[config.mk]
export PLATFORM = sky130hd
export DESIGN_NAME = rdyp_tracker
export DESIGN_NICKNAME = d
export VERILOG_FILES = /design/src/rtl/rdyp_pkg.sv /design/src/rtl/rdyp_window.sv /design/src/rtl/rdyp_restore.sv /design/src/rtl/rdyp_vec_reg.sv /design/src/rtl/rdyp_tracker.sv
export SDC_FILE = /design/constraint.sdc
export NUM_CORES = 1
export LEC_CHECK = 0
export ABC_CLOCK_PERIOD_IN_PS = 6100
export CORE_MARGIN = 4
export CORE_UTILIZATION = 41
export DETAILED_ROUTE_END_ITERATION = 8
export PLACE_DENSITY = 0.8
export SYNTH_ARGS = -nofsm -noshare
export SYNTH_HDL_FRONTEND = slang
export SYNTH_SLANG_ARGS = --single-unit
[constraint.sdc]
create_clock -name clk -period 6.1 [get_ports clk]
set_input_delay 0.915 -clock clk [delete_from_list [all_inputs] [get_ports clk]]
set_output_delay 0.915 -clock clk [all_outputs]
set_load 0.05 [all_outputs]
[src/rtl/rdyp_pkg.sv]
package rdyp_pkg;

  typedef enum logic [1:0] {
    SRC_STEP = 2'd0,
    SRC_CMT  = 2'd1,
    SRC_DEQ  = 2'd2
  } rdyp_src_e;

endpackage

[src/rtl/rdyp_window.sv]
module rdyp_window #(
  parameter int DEPTH = 16,
  parameter int WIN   = 4,
  localparam int IDXW = $clog2(DEPTH),
  localparam int PTRW = IDXW + 1,
  localparam int CW   = $clog2(WIN + 1)
) (
  input  logic [PTRW-1:0]  ptr_i,
  input  logic [PTRW-1:0]  enq_i,
  input  logic [DEPTH-1:0] alloc_i,
  input  logic [DEPTH-1:0] mmio_i,
  input  logic [DEPTH-1:0] valid_i,
  output logic [CW-1:0]    step_o,
  output logic [PTRW-1:0]  next_o
);

  logic [WIN-1:0] ok;

  // One comparator slice per examined position.
  for (genvar k = 0; k < WIN; k++) begin : g_slot
    logic [PTRW-1:0] pos;
    logic [IDXW-1:0] idx;
    assign pos   = ptr_i + PTRW'(k);
    assign idx   = pos[IDXW-1:0];
    assign ok[k] = alloc_i[idx] & (mmio_i[idx] | valid_i[idx]) & (pos != enq_i);
  end

  // First not-ready slot; the implicit sentinel beyond the window yields WIN.
  always_comb begin
    step_o = CW'(WIN);
    for (int k = WIN - 1; k >= 0; k--) begin
      if (!ok[k]) step_o = CW'(k);
    end
  end

  assign next_o = ptr_i + PTRW'(step_o);

endmodule

[src/rtl/rdyp_restore.sv]
module rdyp_restore #(
  parameter int DEPTH = 16,
  localparam int IDXW = $clog2(DEPTH),
  localparam int PTRW = IDXW + 1
) (
  input  logic [PTRW-1:0] cmt_i,
  input  logic [PTRW-1:0] deq_i,
  input  logic [PTRW-1:0] deq_nxt_i,
  output logic            cmt_sel_o,
  output logic [PTRW-1:0] tgt_o
);

  logic same_flag;
  logic idx_gt;
  logic idx_lt;

  assign same_flag = cmt_i[IDXW] == deq_i[IDXW];
  assign idx_gt    = cmt_i[IDXW-1:0] > deq_i[IDXW-1:0];
  assign idx_lt    = cmt_i[IDXW-1:0] < deq_i[IDXW-1:0];

  // Commit pointer is younger: larger index in the same lap, smaller across laps.
  assign cmt_sel_o = same_flag ? idx_gt : idx_lt;
  assign tgt_o     = cmt_sel_o ? cmt_i : deq_nxt_i;

endmodule

[src/rtl/rdyp_vec_reg.sv]
module rdyp_vec_reg #(
  parameter int DEPTH = 16
) (
  input  logic             clk,
  input  logic             rst_n,
  input  logic [DEPTH-1:0] alloc_i,
  input  logic [DEPTH-1:0] mmio_i,
  input  logic [DEPTH-1:0] valid_i,
  output logic [DEPTH-1:0] vec_o
);

  for (genvar i = 0; i < DEPTH; i++) begin : g_bit
    always_ff @(posedge clk) begin
      if (!rst_n) vec_o[i] <= 1'b0;
      else        vec_o[i] <= alloc_i[i] & (mmio_i[i] | valid_i[i]);
    end
  end

  // an empty queue yields an empty vector one cycle later
  a_r8_empty_vec: assert property (@(posedge clk) disable iff (!rst_n)
    (alloc_i == '0) |=> (vec_o == '0));

endmodule

[src/rtl/rdyp_tracker.sv]
module rdyp_tracker
  import rdyp_pkg::*;
#(
  parameter int DEPTH = 16,
  parameter int WIN   = 4,
  localparam int IDXW = $clog2(DEPTH),
  localparam int PTRW = IDXW + 1,
  localparam int CW   = $clog2(WIN + 1)
) (
  input  logic             clk,
  input  logic             rst_n,
  input  logic             redirect_i,
  input  logic [PTRW-1:0]  enq_ptr_i,
  input  logic [PTRW-1:0]  cmt_ptr_i,
  input  logic [PTRW-1:0]  deq_ptr_i,
  input  logic [PTRW-1:0]  deq_ptr_nxt_i,
  input  logic [DEPTH-1:0] alloc_i,
  input  logic [DEPTH-1:0] mmio_i,
  input  logic [DEPTH-1:0] valid_i,
  output logic [PTRW-1:0]  rdy_ptr_o,
  output logic [DEPTH-1:0] rdy_vec_o
);

  logic [PTRW-1:0] ptr_q;
  logic [PTRW-1:0] step_ptr;
  logic [CW-1:0]   step_cnt;
  logic [PTRW-1:0] restore_ptr;
  logic            cmt_sel;
  rdyp_src_e       src;
  logic [PTRW-1:0] ptr_d;

  rdyp_window #(.DEPTH(DEPTH), .WIN(WIN)) u_window (
    .ptr_i   (ptr_q),
    .enq_i   (enq_ptr_i),
    .alloc_i (alloc_i),
    .mmio_i  (mmio_i),
    .valid_i (valid_i),
    .step_o  (step_cnt),
    .next_o  (step_ptr)
  );

  rdyp_restore #(.DEPTH(DEPTH)) u_restore (
    .cmt_i     (cmt_ptr_i),
    .deq_i     (deq_ptr_i),
    .deq_nxt_i (deq_ptr_nxt_i),
    .cmt_sel_o (cmt_sel),
    .tgt_o     (restore_ptr)
  );

  rdyp_vec_reg #(.DEPTH(DEPTH)) u_vec (
    .clk     (clk),
    .rst_n   (rst_n),
    .alloc_i (alloc_i),
    .mmio_i  (mmio_i),
    .valid_i (valid_i),
    .vec_o   (rdy_vec_o)
  );

  // Redirect outranks the window step.
  always_comb begin
    if (!redirect_i)  src = SRC_STEP;
    else if (cmt_sel) src = SRC_CMT;
    else              src = SRC_DEQ;
  end

  always_comb begin
    unique case (src)
      SRC_STEP: ptr_d = step_ptr;
      default:  ptr_d = restore_ptr;
    endcase
  end

  always_ff @(posedge clk) begin
    if (!rst_n) ptr_q <= '0;
    else        ptr_q <= ptr_d;
  end

  assign rdy_ptr_o = ptr_q;

  // an unallocated entry under the pointer pins it in place
  a_r2_stall_unalloc: assert property (@(posedge clk) disable iff (!rst_n)
    (!redirect_i && !alloc_i[rdy_ptr_o[IDXW-1:0]]) |=> $stable(rdy_ptr_o));

  // the pointer does not move beyond the enqueue pointer
  a_r3_hold_at_enq: assert property (@(posedge clk) disable iff (!rst_n)
    (!redirect_i && rdy_ptr_o == enq_ptr_i) |=> $stable(rdy_ptr_o));

  // a step never exceeds the window length
  a_r4_step_bounded: assert property (@(posedge clk) disable iff (!rst_n)
    !redirect_i |=> (PTRW'(rdy_ptr_o - $past(rdy_ptr_o)) <= PTRW'(WIN)));

  // a redirect lands on one of the two restore sources
  a_r6_redirect_target: assert property (@(posedge clk) disable iff (!rst_n)
    redirect_i |=> (rdy_ptr_o == $past(cmt_ptr_i)) || (rdy_ptr_o == $past(deq_ptr_nxt_i)));

endmodule

======== Yosys cells after proc, flatten, opt, wreduce, memory -nomap -nowiden ========
Index checks and enable logic that the tools add are counted.
word-level totals
  RAM bits ................................ 0
  memories ................................ 0
  flip-flop bits (word level) ............. 21
  bits of input ports ..................... 71
  logic and storage cells ................. 110
  memory bits (read-only) ................. 0
  output and inout port bits .............. 21
  bits in latches ......................... 0
operators by class
  bitwise operators ....................... 44
  add/sub/neg operators ................... 4
  eq/ne operators ......................... 5
  reductions and logical operators ........ 1
  divide/modulo/power cells ............... 0
  shift-type cells ........................ 0
  multiplexer cells ....................... 33
  magnitude comparators ................... 6
  $mul .................................... 0
operator list
  kind                                                                          number
  1-bit binary-select mux with 4-bit select                                     12
  1-bit bitwise AND                                                             24
  4-bit by 5-bit less-than comparator with 1-bit output, second input constant  4
  5-bit != test                                                                 4
  1-bit bitwise OR                                                              20
  1-bit two-way mux                                                             13
  3-bit two-way mux                                                             4
  5-bit by 2-bit adder with 5-bit output, second input constant                 2
  5-bit two-way mux                                                             2
  5-bit by 1-bit adder with 5-bit output, second input constant                 1
  5-bit by 3-bit adder with 5-bit output                                        1
  4-bit > comparator                                                            1
  4-bit less-than comparator                                                    1
  2-bit two-way mux                                                             2
  2-bit logical NOT                                                             1
  1-bit equality test                                                           1

======== Logic depth before layout (Yosys ltp) ========
Gate-level depths: netlist (run 1).
  depth after elaboration ................. 12
  mapped depth ............................ 19
  depth with buffers taken out ............ 17

======== By module ========
Synthesis (run 1) repeated with hierarchy kept, for this count alone.
second synthesis, totals
  cells, all modules ...................... 224
  area total of the unflattened synthesis .. 2129.5 sq um
by module, submodules not included
  module        instances  cells each  area each (sq um)
  rdyp_window   1          148         1221.2
  rdyp_vec_reg  1          34          496.7
  rdyp_restore  1          26          219.0
  rdyp_tracker  1          16          192.7

======== Worst setup path after synthesis (run 1) ========
Ideal clock, no wire load.
  kind .................................... reg2reg
  start point ............................. register ptr_q[1] (netlist: rdy_ptr_o[1])
  end point ............................... register ptr_q[4] (netlist: rdy_ptr_o[4])
  path slack .............................. 2.086 ns
  stages on the path, launching flop included .. 19
  arrival time ............................ 3.884 ns
  path buffers ............................ 2
  library setup time ...................... 0.130 ns
  cells stage by stage .................... dfxtp_1 buf_2 inv_1 ha_1 buf_2 mux4_2 nor3b_1 a31oi_1 o311ai_1 o21bai_1 a21oi_1 ha_1 inv_1 fa_1 nor2b_1 o21ai_0 xnor2_1 o21ai_0 a21oi_1
on the way
  longest elaborated chain between the ends .. 12
  elaborated cells between the ends (all ways) .. 49
RTL lines
  what                                       RTL line            RTL
  start, declared                            rdyp_tracker.sv:24  logic [PTRW-1:0] ptr_q;
  start signal, assigned                     rdyp_tracker.sv:75  else ptr_q <= ptr_d;
  5-bit by 2-bit adder with 5-bit output     rdyp_window.sv:23   assign pos = ptr_i + PTRW'(k);
  1-bit binary-select mux with 4-bit select  rdyp_window.sv:25   assign ok[k] = alloc_i[idx] & (mmio_i[idx] | valid_i[idx]) & (pos != enq_i);
  1-bit two-way mux (implied by the code)    rdyp_window.sv:25
  1-bit bitwise OR                           rdyp_window.sv:25
  1-bit bitwise AND (2 in series)            rdyp_window.sv:25
  3-bit two-way mux (4 in series)            rdyp_window.sv:32   if (!ok[k]) step_o = CW'(k);
  5-bit by 3-bit adder with 5-bit output *   rdyp_window.sv:36   assign next_o = ptr_i + PTRW'(step_o);
  5-bit two-way mux *                        rdyp_tracker.sv:67  unique case (src)
Every way passes the cells marked *; elsewhere a longest branch is shown, timed or not. The select of a mux whose other input is x is not followed.
A chain may end at the register's enable or synchronous reset.

======== Worst setup path in the final report (run 1) ========
Same ends and word-level chain as after synthesis.

==> metrics, run 1 <==
complex-gate fraction of the synthesized area=19.9%; Crit Path Max Fanout=14; drt wl/cell=between 15 and 20 um; Tmin final=about 4.3 ns; Final setup viols=0; NetSw=around 290 uW; post-detail-place hpwl=4660 um; H-tree depth=1; worst r2r src=rdy_ptr_o[1]; Final nets=roughly 400; Worst R2R Path Depth=16; DR iter-0 viols=~230; fill count=~380; post-synth top area cell=dfxtp_1; Synthesis Warnings=0; Mapped Cells=approximately 230; Leakage=0.00114 uW; Post-CTS Resized=0; Congestion Overflow GR=0; setup TNS=0 ns; endpoints failing hold=0; Worst Tran Pin Value=~0.84 ns; CTS tree=yes; Max VDD drop=0.121 mV; Yosys reg bits=21; Detailed Route WL=approximately 5900 um; worst path required time=roughly 6.3 ns; RSZ-0062 raised after global routing=false; Die Y=roughly 77 um; Final Skew=between 0.003 and 0.004 ns; Synth async-reset ratio=0%; vias in the first global route=just over 2k; Peak Freq=235 MHz; total track usage=slightly below 20%; Place WS=around 1.8 ns; hold path depth=3; drt drc=0; Initial Util=~43%; worst setup margin=1.84 ns; final period utilization=69.8%; cts bufs inserted=3; main combinational cell family by area after synthesis=compound AO/OA/AOI/OAI gates; Buffers on Ports=91; XOR/XNOR Fraction of Synth Area=12.4%; Synth Area in Simple Gates=between 15 and 20%; clk sink count=21; final core occ=about two thirds; via count=approximately 2.1k; share of layout cells above drive strength 1=8.01%; HP Start=rdy_ptr_o[4]; Crit Path Category=reg2reg; worst skew pair latency=~0.27 ns; Cells after DPL=between 300 and 400; Avg Inst Size Synth=around 8.5 um^2; Pint=about 390 uW; relative slew slack=44.0%; Setup crit end kind=flop; Clock Pin Slew Worst Setup and Hold Paths=roughly 0.090 ns; Synth Flop Type=dfxtp_1; Netlist cell types=48; CP arrival=between 4 and 5 ns; Mapped Nets=around 310; post-synthesis mux area share=about 14%; Post-CTS Setup Inserts=0; # Max-Cap Violations=0; Max Slew Vio Count=0; total design power=671 uW; antenna diode count=0; cts hold-fix bufs=0; Reg power frac=approximately 25%; synthesized cell area=around 0.0019 mm^2; outcome=finished clean; GPL Wtd Cong=just under 1; synth top area cells=dfxtp_1 22%, ha_1 7.1%, mux4_2 7.0%; worst hold path type=reg2reg; core area=between 0.004 and 0.005 mm^2; Combinational Power Share=60.6%; register area share after synthesis=between 20 and 25%; first-pass GRT wire length=~9600 um; largest net degree at the start of global routing=22; Adder-Cell Fraction of Synth Area=slightly above 8%; Die X-Extent=between 70 and 80 um; number of synthesized flops with an enable pin=0; I/O pin total=a little over 90; antenna violations before repair=0; Rows=24; clk root buf=clkbuf_8; Net Sw Frac=between 40% and 50%; DRT Pass-1 Iters=5; Layout area overhead=50.0%; startpoint types=flop; Cell Pwr Density=~230 mW/mm^2; power share of the clock group=between 10% and 20%; Final Non-Filler Cells=approximately 360; Antenna Nets Post-Route=0; via/cell ratio=5.84; Die Footprint=roughly 0.0059 mm^2; area share of the largest cell type after synthesis=a little over a fifth; largest buffer count on any clock path=2; worst setup path start=rdy_ptr_o[1]
## path summary, 6_finish.rpt
path / end / slack [ns]
setup / recovery: rdy_ptr_o[4] / 1.84
setup reg to reg: rdy_ptr_o[4] / 1.84
hold reg to reg: rdy_ptr_o[4] / 0.72
hold / removal: rdy_ptr_o[4] / 0.72
## cells in the mapped netlist (3+ instances only)
master	count
xnor2_2	3
dfxtp_1	21
o22ai_1	14
inv_1	14
nor3_1	7
buf_2	6
nor4_1	5
xnor2_1	10
o211ai_1	3
a21oi_1	8
xor2_1	8
mux4_2	6
nand2b_1	3
mux2i_1	11
o21ai_1	7
or3_1	3
nor2_1	23
nor2b_1	3
nand2_1	7
ha_1	11
o21ai_0	18
nand3_1	5
## power groups by stage
stage | Sequential, uW | Clock (uW) | Combinational, uW
floorplan | 194 | 0 | 262
global placement | 168 | 0 | 396
detailed placement | 169 | 0 | 400
CTS | 165 | 100 | 403
global route | 167 | 107 | 440
finish | 165 | 99.2 | 406
## through the flow
step	instance area, um^2	hold slack [ns]
CTS	2890	0.728
floorplan	1930	0.878
finish	2890	0.723
detailed placement	2840	0.721
global route	2890	0.764
global placement	2840	0.668
## per-layer routing
layer | routed length, um | GRT usage [%]
met1 | 2200 | 23.1
met2 | 2830 | 33.9
met3 | 596 | 4.02
met4 | 227 | 9.60
met5 | 0 | 0
## flip-flops by register name, summed over array words and instances, names as in the netlist
register / count
u_vec.vec_o: 16
rdy_ptr_o: 5
## layout by cell type, fill, tap and decap left out, drive strengths merged, types with 2 or more instances in the layout
cell,instances
inv,14
o21ai,26
dfxtp,21
ha,11
xor2,10
nor2,23
mux4,6
nand2b,3
xnor2,13
nor2b,3
mux2,2
clkdlybuf4s50,91
a31oi,2
nor4,5
nand2,8
a21oi,9
or3,3
nor3,8
nand3,5
or4,3
mux2i,11
clkbuf,3
o22ai,15
o211ai,3
## worst max-delay path: stages, from the launching register on
cell and delay [ns]:
dfxtp_1 0.66, inv_1 0.30, ha_1 0.58, mux4_2 0.55
nor3b_1 0.15, a31oi_1 0.16, o311ai_1 0.16, o21bai_1 0.19
a21oi_1 0.16, ha_1 0.19, inv_1 0.06, fa_1 0.40
nor2b_1 0.12, o21ai_0 0.10, xnor2_1 0.16, o21ai_0 0.15
a21oi_1 0.06
## final cells by class
cell class | instances | area [um^2] | area share [%]
clock buffers | 3 | 41.3 | 1.43
multi-input cells | 181 | 1390 | 48.0
clock inverters | 1 | 7.51 | 0.260
repair buffers | 92 | 918 | 31.7
flip-flops and latches | 21 | 420 | 14.5
well taps | 52 | 65.1 | 2.25
inverters | 14 | 52.6 | 1.82
## logic make-up after synthesis
family,count (synthesis)
adders and majority gates,12
xor gates and xnor gates,23
AOI/OAI and AO/OA,61
and+or+nand+nor,66
muxes,19
buffers and inverters,26
DFF,21
No activity file was read; power rests on OpenSTA's default activity.
==> run 2, diff against run 1 <==
--- a/config.mk
+++ b/config.mk
@@ -5,7 +5,7 @@
 export SDC_FILE = /design/constraint.sdc
 export NUM_CORES = 1
 export LEC_CHECK = 0
-export ABC_CLOCK_PERIOD_IN_PS = 6100
+export ABC_CLOCK_PERIOD_IN_PS = 4000
 export CORE_MARGIN = 4
 export CORE_UTILIZATION = 41
 export DETAILED_ROUTE_END_ITERATION = 8
==> constraint.sdc (replaced) <==
create_clock -name clk -period 4 [get_ports clk]
set_input_delay 0.6 -clock clk [delete_from_list [all_inputs] [get_ports clk]]
set_output_delay 0.6 -clock clk [all_outputs]
set_load 0.05 [all_outputs]
==> run 2 against run 1 <==
Against the previous run:
- design area up 4.7%
- combinational power rose by 67%
- setup slack worse by 1.5 ns
- via count up 1.9%
- largest cell class unchanged
- final cell count grew 4.9%
- critical endpoint unchanged
- core utilization up 3.1 points
- global-route usage grew 1.5 points
==> metrics, run 2 (synthesized netlist as in run 1, its figures left out) <==
clk root buf=clkbuf_8; cts bufs inserted=3 (unchanged); Largest register FFs=16 (unchanged); Worst path most repeated cell=o21ai_0; Worst Tran Pin Value=0.683 ns (-0.155 ns); Clock Pin Slew Worst Setup and Hold Paths=0.09 ns (about the same); Hold Slack=0.690 ns (-0.0328 ns); Initial Util=43.4% (unchanged); most frequent cells in the layout=91 x clkdlybuf4s50_1, 23 x nor2_1, 20 x dfxtp_1; worst hold path type=reg2reg; Post-CTS Resized=0 (unchanged); Buffers on Ports=91 (unchanged); Die X-Extent=76.6 um (unchanged); Cells after DPL=378 (+5.0%); Max Slew Vio Count=0 (unchanged); Layout area overhead=57.1%; CP arrival=3.80 ns (-0.61 ns); Final setup viols=0 (unchanged); largest net degree at the start of global routing=21 (-4.5%); DR iter-0 viols=201 (-12%); Top reg by flops=u_vec.vec_o; Final nets=414 (+4.5%); Die Footprint=0.00586 mm^2 (unchanged); antenna violations before repair=0 (unchanged); DRT Pass-1 Iters=4 (-1); CTS tree=yes; setup TNS=0 ns (unchanged); H-tree depth=1 (unchanged); buffer and inverter count on the worst path=2 (unchanged); worst skew pair latency=0.27 ns (about the same); largest buffer count on any clock path=2 (unchanged); first-pass GRT wire length=10200 um (+7.1%); Leakage=0.00123 uW (+7.5%); worst path required time=4.15 ns (-2.10 ns); Congestion Overflow GR=0 (unchanged); via/cell ratio=5.67 (-2.9%); Cell Pwr Density=351 mW/mm^2 (+51%); post-detail-place hpwl=5140 um (+10%); Post-CTS Setup Inserts=0 (unchanged); total design power=1060 uW (+59%); endpoints failing hold=0 (unchanged); # Max-Cap Violations=0 (unchanged); Detailed Route WL=6240 um (+6.6%); Tmin final=3.65 ns; Setup crit end kind=flop; Max VDD drop=0.193 mV (+59%); placed cell area=0.00298 mm^2 (+4.8%); I/O pin total=92 (unchanged); Crit path max-delay family=compound AO/OA/AOI/OAI gates; Crit Path Max Fanout=5 (-9); drt wl/cell=16.3 um (+1.6%); Crit Path Category=in2reg; share of layout cells above drive strength 1=13.3% (+5.3 points); critical path's slowest cell=o21ai_0; RSZ-0062 raised after global routing=false; cts hold-fix bufs=0 (unchanged); CP peak stage delay=0.56 ns (-0.10 ns); Final Skew=0.00173 ns (-0.00184 ns); startpoint types=input pin; CP cell instances=clkdlybuf4s50_1 > o21ai_0 > nor3_1 > or4_1 > nor2_1 > or4_4 > o21bai_1 > a21oi_1 > ha_1 > inv_1 > fa_1 > nor2b_1 > o21ai_0 > xnor2_1 > o21ai_0 > a21oi_1; fill count=374 (-0.53%); core area=0.00444 mm^2 (unchanged); Die Y=76.6 um (unchanged); GPL Wtd Cong=1.01 (+4.1%); vias in the first global route=2201 (+6.7%); via count=2167 (+1.9%); Antenna Nets Post-Route=0 (unchanged); fin area=0.00303 mm^2 (+4.7%); relative slew slack=54.0% (+9.9 points); Peak Freq=between 200 and 300 MHz; total track usage=21.2% (+1.5 points); commonest non-fill, non-tap cell in the layout=clkdlybuf4s50_1; drt drc=0 (unchanged); Rows=24 (unchanged); Final Non-Filler Cells=382 (+4.9%); antenna diode count=0 (unchanged); final period utilization=91.2%; clk sink count=21 (unchanged); outcome=finished clean
==> run 2: cell types whose count changed in the layout (fill, tap and decap cells not counted), sizes merged <==
cell,previous run,this run
buf,1,19
==> run 2: tightest hold or removal path, delay by kind of cell, from the launching register on <==
kind	cells	cell delay, ns
AOI/OAI and AO/OA	2	0.18
xor gates and xnor gates	1	0.12
DFF	1	0.35
==> run 2: final cells by class <==
class                   instances  area, um^2  share of cell area [%]
clock inverters                 1        7.51                   0.248
repair buffers                110        1050                    34.8
multi-input cells             181        1390                    45.8
inverters                      14        52.6                    1.73
clock buffers                   3        41.3                    1.36
flip-flops and latches         21         422                    13.9
well taps                      52        65.1                    2.15
==> run 2: where the power goes <==
part           internal (uW)  switching [uW]
combinational            322             355
clock                   70.6            81.6
sequential               225            10.3
==> run 2: path summary, 6_finish.rpt <==
check / slack, ns / from / to / cells past startpoint
max: 0.35 / mmio_i[0] / rdy_ptr_o[4] / 16
min: 0.69 / rdy_ptr_o[4] / rdy_ptr_o[4] / 3
max reg2reg: 0.46 / rdy_ptr_o[2] / rdy_ptr_o[4] / 17
min reg2reg: 0.69 / rdy_ptr_o[4] / rdy_ptr_o[4] / 3
==> run 2: metal layers <==
metal | vias to the layer above | wire length [um] | GRT usage, %
met3 | 24 | 634 | 4.37
li1 | 1028 | - | -
met5 | - | 0 | 0
met4 | 0 | 134 | 8.33
met2 | 129 | 3210 | 38.6
met1 | 986 | 2260 | 23.9
==> run 2: through the flow <==
stage	setup slack, ns	util [%]
finish	0.352	68.2
global route	0.0751	68.2
CTS	0.376	68.2
detailed placement	0.0801	67.1
global placement	0.106	67.1
floorplan	0.193	-
==> run 3, diff against run 2 <==
--- a/config.mk
+++ b/config.mk
@@ -8,6 +8,7 @@
 export ABC_CLOCK_PERIOD_IN_PS = 4000
 export CORE_MARGIN = 4
 export CORE_UTILIZATION = 41
+export CTS_CLUSTER_SIZE = 16
 export DETAILED_ROUTE_END_ITERATION = 8
 export PLACE_DENSITY = 0.8
 export SYNTH_ARGS = -nofsm -noshare
==> results of run 3 <==
Final layout, timing and power as in run 2 (identical DEF).
